File: config.mk
export PLATFORM = sky130hd
export DESIGN_NAME = intr_req_gate
export DESIGN_NICKNAME = d
export VERILOG_FILES = /design/src/rtl/intr_req_gate_pkg.sv /design/src/rtl/irq_sync.sv /design/src/rtl/irq_condition.sv /design/src/rtl/irq_req_latch.sv /design/src/rtl/irq_enable_ff.sv /design/src/rtl/intr_req_gate.sv
export SDC_FILE = /design/constraint.sdc
export NUM_CORES = 1
export LEC_CHECK = 0
export BUFFER_PORTS_ARGS = -buffer_cell sky130_fd_sc_hd__buf_2
export CAP_MARGIN = 20
export CORE_AREA = 2 2 39 41
export DETAILED_ROUTE_END_ITERATION = 16
export DIE_AREA = 0 0 41 43
export SYNTH_ARGS = -nofsm -noshare
export SYNTH_HDL_FRONTEND = slang
export SYNTH_SLANG_ARGS = --single-unit
File: constraint.sdc
create_clock -name clk -period 0.95 [get_ports clk]
set_input_delay 0.1425 -clock clk [delete_from_list [all_inputs] [get_ports clk]]
set_output_delay 0.1425 -clock clk [all_outputs]
set_load 0.01 [all_outputs]
File: src/rtl/intr_req_gate_pkg.sv
package intr_req_gate_pkg;

  typedef enum logic [1:0] {
    SENSE_LOW  = 2'b00,
    SENSE_HIGH = 2'b01,
    SENSE_FALL = 2'b10,
    SENSE_RISE = 2'b11
  } sense_e;

  // bit 1 selects transition sensing, bit 0 the active value
  function automatic logic sense_is_edge(input sense_e m);
    return m[1];
  endfunction

  function automatic logic sense_active_val(input sense_e m);
    return m[0];
  endfunction

  // request event from the synchronized sample and its one-cycle history
  function automatic logic sense_event(input sense_e m, input logic cur, input logic prev);
    logic act;
    act = sense_active_val(m);
    if (sense_is_edge(m)) return (cur == act) && (prev != act);
    else                  return (cur == act);
  endfunction

endpackage

File: src/rtl/irq_sync.sv
module irq_sync #(
  parameter int STAGES = 2
) (
  input  logic clk,
  input  logic rst_n,
  input  logic d_async,
  output logic q_sync
);
  logic [STAGES-1:0] chain;

  generate
    if (STAGES == 1) begin : g_one
      always_ff @(posedge clk or negedge rst_n) begin
        if (!rst_n) chain <= '0;
        else        chain <= d_async;
      end
    end else begin : g_many
      always_ff @(posedge clk or negedge rst_n) begin
        if (!rst_n) chain <= '0;
        else        chain <= {chain[STAGES-2:0], d_async};
      end
    end
  endgenerate

  assign q_sync = chain[STAGES-1];
endmodule

File: src/rtl/irq_condition.sv
module irq_condition
  import intr_req_gate_pkg::*;
#(
  parameter int ARM_CYCLES = 3
) (
  input  logic   clk,
  input  logic   rst_n,
  input  sense_e mode,
  input  logic   cur,
  output logic   armed,
  output logic   evt
);
  localparam int CW = $clog2(ARM_CYCLES + 1);

  logic          prev_q;
  logic [CW-1:0] arm_cnt;

  always_ff @(posedge clk or negedge rst_n) begin
    if (!rst_n) prev_q <= 1'b0;
    else        prev_q <= cur;
  end

  always_ff @(posedge clk or negedge rst_n) begin
    if (!rst_n)                          arm_cnt <= '0;
    else if (arm_cnt != CW'(ARM_CYCLES)) arm_cnt <= arm_cnt + 1'b1;
  end

  assign armed = (arm_cnt == CW'(ARM_CYCLES));
  assign evt   = armed && sense_event(mode, cur, prev_q);
endmodule

File: src/rtl/irq_req_latch.sv
module irq_req_latch (
  input  logic clk,
  input  logic rst_n,
  input  logic set_i,
  input  logic clr_i,
  output logic q
);
  // a fresh event wins over the acknowledge clear
  always_ff @(posedge clk or negedge rst_n) begin
    if (!rst_n)     q <= 1'b0;
    else if (set_i) q <= 1'b1;
    else if (clr_i) q <= 1'b0;
  end
endmodule

File: src/rtl/irq_enable_ff.sv
module irq_enable_ff (
  input  logic clk,
  input  logic rst_n,
  input  logic set_i,
  input  logic clr_i,
  output logic q
);
  // any clearing cause wins over a set in the same cycle
  always_ff @(posedge clk or negedge rst_n) begin
    if (!rst_n)     q <= 1'b0;
    else if (clr_i) q <= 1'b0;
    else if (set_i) q <= 1'b1;
  end
endmodule

File: src/rtl/intr_req_gate.sv
module intr_req_gate
  import intr_req_gate_pkg::*;
#(
  parameter int SYNC_STAGES = 2
) (
  input  logic       clk,
  input  logic       rst_n,
  input  logic       irq_raw,
  input  logic [1:0] sense_mode,
  input  logic       ei_strobe,
  input  logic       di_strobe,
  input  logic       reti_strobe,
  input  logic       ack_in,
  output logic       pend_o,
  output logic       dev_ack_o
);
  localparam int ARM_CYCLES = SYNC_STAGES + 1;

  sense_e mode;
  logic   line_s;
  logic   armed;
  logic   set_evt;
  logic   ack_take;
  logic   req_q;
  logic   en_q;
  logic   en_set;
  logic   en_clr;

  assign mode = sense_e'(sense_mode);

  irq_sync #(.STAGES(SYNC_STAGES)) u_sync (
    .clk    (clk),
    .rst_n  (rst_n),
    .d_async(irq_raw),
    .q_sync (line_s)
  );

  irq_condition #(.ARM_CYCLES(ARM_CYCLES)) u_cond (
    .clk  (clk),
    .rst_n(rst_n),
    .mode (mode),
    .cur  (line_s),
    .armed(armed),
    .evt  (set_evt)
  );

  irq_req_latch u_req (
    .clk  (clk),
    .rst_n(rst_n),
    .set_i(set_evt),
    .clr_i(ack_take),
    .q    (req_q)
  );

  assign en_set = ei_strobe | reti_strobe;
  assign en_clr = di_strobe | ack_take;

  irq_enable_ff u_en (
    .clk  (clk),
    .rst_n(rst_n),
    .set_i(en_set),
    .clr_i(en_clr),
    .q    (en_q)
  );

  assign pend_o    = req_q & en_q;
  assign ack_take  = ack_in & pend_o;
  assign dev_ack_o = ack_take;
endmodule

==> flow_summary.ini <==
[floorplan]
start_util_pct = 19.4
chipWidth_um = 41
core_um2 = 1380
ioPinCount = 11
die_h_um = 43
rows = 14
die_area_um2 = 1760

[clocking]
clkSinkCount = 7
clk_latency_ns = 0.24
ctsRootBufferMaster = clkbuf_4
clkTransAtPathRegs_ns = 0.05
h-tree-depth = 1
numCtsBuffers = 3
clock_path_buffers = 2
cts_tree = built

[worst_setup_path]
cp_slowest_cell = dfrtp_1
cp.depth = 2
reg2reg_slack_ns = -0.09
reg2reg_depth = 3
critPathMaxStageDelay_ns = 0.39
worstSetupEndpointType = output port
r2r_start = u_sync.chain[1]
cp_num_buf_inv = 1
path_class = reg -> out
crit_required_ns = 0.81
cp_data_arrival_time_ns = 0.92
crit_chain = and3_4, buf_6
cp-start-kind = flip-flop
crit_fanout = 4
crit_start = u_en.q
crit_family = flip-flops
timing.rr.end = u_req.q
endpoint = dev_ack_o

[global_route]
antenna_found_initial = 0
grt_usage_pct = 7.09
grt_pass1_vias = 197
grt_pass1_wl_um = 703
grt_overflow_total = 0
grt_max_degree = 8

[synth]
synth-simple-area-share_pct = 13.5
synth.top_cell.area_share_pct = 65.1
synth_top_family_by_area = simple AND/OR/NAND/NOR gates
syn_nets = 30
synthDistinctLibCells = 12
synth-seq-cells = 7
synth_fa_ha_area_share_pct = 4.65
synth_area_um2 = 269
synthCells = 20
syn-mean-instance-area_um2 = 13.5
yosys.area.top_type = dfrtp_1
yosysWarnings = 0
synth_compound_area_share_pct = 9.30
synth_xor_area_share_pct = 3.26
muxShareOfSynthArea_pct = 4.19
ys_seq_area_share_pct = 65.1
synth_area_leaders = dfrtp_1 (65%), a22o_1 (6.5%), ha_1 (4.7%), mux2_2 (4.2%), nor3_1 (3.7%)

[hold_path]
hold_path_class = in -> reg

[timing]
setup_violations = 4
hold_viol = 0
max_slew.worst_pin.slew_ns = 0.165
fin_tns_setup_ns = -0.370
finalClockSkew_ns = 0.00124
fmax_mhz = 939
period_needed_ns = 1.06
whs_ns = 0.0576
slew_violations = 0
worst_slack_ns = -0.115
fin_crit_sh_pct = 112
rsz0062_at_grt = true
slew_headroom_pct = 89.0

[route]
num_vias = 230
ant_nets = 0
first_iter_violations = 1
drc = 0
routedWlPerCell_um = 8.57
vias_per_cell = 3.97
drt_wl_total_um = 497
dr.pass1.iters = 2

[layout]
drive_gt1_share_pct = 57.1
final_cell_mix = buf_2 (9), dfrtp_1 (7), buf_4 (5), clkbuf_4 (3)
synthToLayoutAreaGrowth_pct = 74.4
final_cell_area_um2 = 469
nets = 53
final_common_cell = buf_2
antenna_cells = 0

[flow_run]
maxCapViolations = 0

[run_status]
violations = negative setup slack
outcome = complete, but fails checks

[placed_design]
port_buffers = 10
gp_congestion = 0.649
place_area_um2 = 365

[power]
power.leakage_uw = 0.000214
ir_worst_vdd_uv = 766
p_per_area_nw_per_um2 = 1440
stage by stage:
step	worst slack [ns]	utilization (%)	power [uW]	cells
floorplan	-0.0582	-	356	20
global placement	-0.0688	26.4	393	49
detailed placement	-0.0725	26.4	394	49
CTS	-0.131	31.3	687	56
global route	-0.164	33.9	727	58
finish	-0.115	33.9	674	58
Yosys cell counts, drive strengths merged:
cell / instances
a21boi: 1
a22o: 2
and2: 1
and3: 1
dfrtp: 7
ha: 1
mux2: 1
nand2: 1
nand2b: 1
nor2: 1
nor3: 2
xnor2: 1
layer usage:
metal  GRT usage (%)  wire length (um)  vias to the layer above
met5               0                 0                        -
met4            6.00                 8                        0
met3            7.85                70                        2
met2            9.38               208                       13
met1            5.30               210                       99
li1                -                 -                      116
report_power, final:
group	switching (uW)	internal, uW	leakage (uW)
Sequential	9.49	315	0.0000752
Clock	95.0	159	0.0000150
Combinational	33.3	61.8	0.000124
Total	138	536	0.000214
sequential cells by signal, summed over array words and instances, names as in the netlist:
name	flops
u_cond.arm_cnt	2
u_cond.prev_q	1
u_en.q	1
u_req.q	1
u_sync.chain	2
layout make-up:
class | count | area (um^2)
Clock buffer | 4 | 26.3
Tap cell | 16 | 20.0
Multi-Input combinational cell | 13 | 123
Sequential cell | 7 | 175
Timing Repair Buffer | 18 | 125
Fill cell | 143 | 915
how the worst min path moves through the flow:
stage | start | to | cells after the start
after floorplan | rst_n | u_cond.arm_cnt[0] | 0
after global placement | rst_n | u_req.q | 1
after detailed placement | rst_n | u_en.q | 1
after CTS | di_strobe | u_en.q | 2
after global routing | di_strobe | u_en.q | 2
final | di_strobe | u_en.q | 2
cells by family (layout without fill, tap and decap cells):
group | Yosys count | in the layout
XOR/XNOR | 1 | 1
flip-flops | 7 | 7
multiplexers | 1 | 1
AND/OR/NAND/NOR | 7 | 7
adder cells (fa/ha/maj) | 1 | 1
AO/OA/AOI/OAI | 3 | 3
buffers and inverters | 0 | 22
repair_timing:
action	CTS	global route
endpoints found under the setup margin	5	5
buffers inserted	1	2
endpoints found under the hold margin	8	0
pin swaps	1	1
hold buffers	2	0
gates resized for setup	3	3
Power figures use the tool's default switching activity.
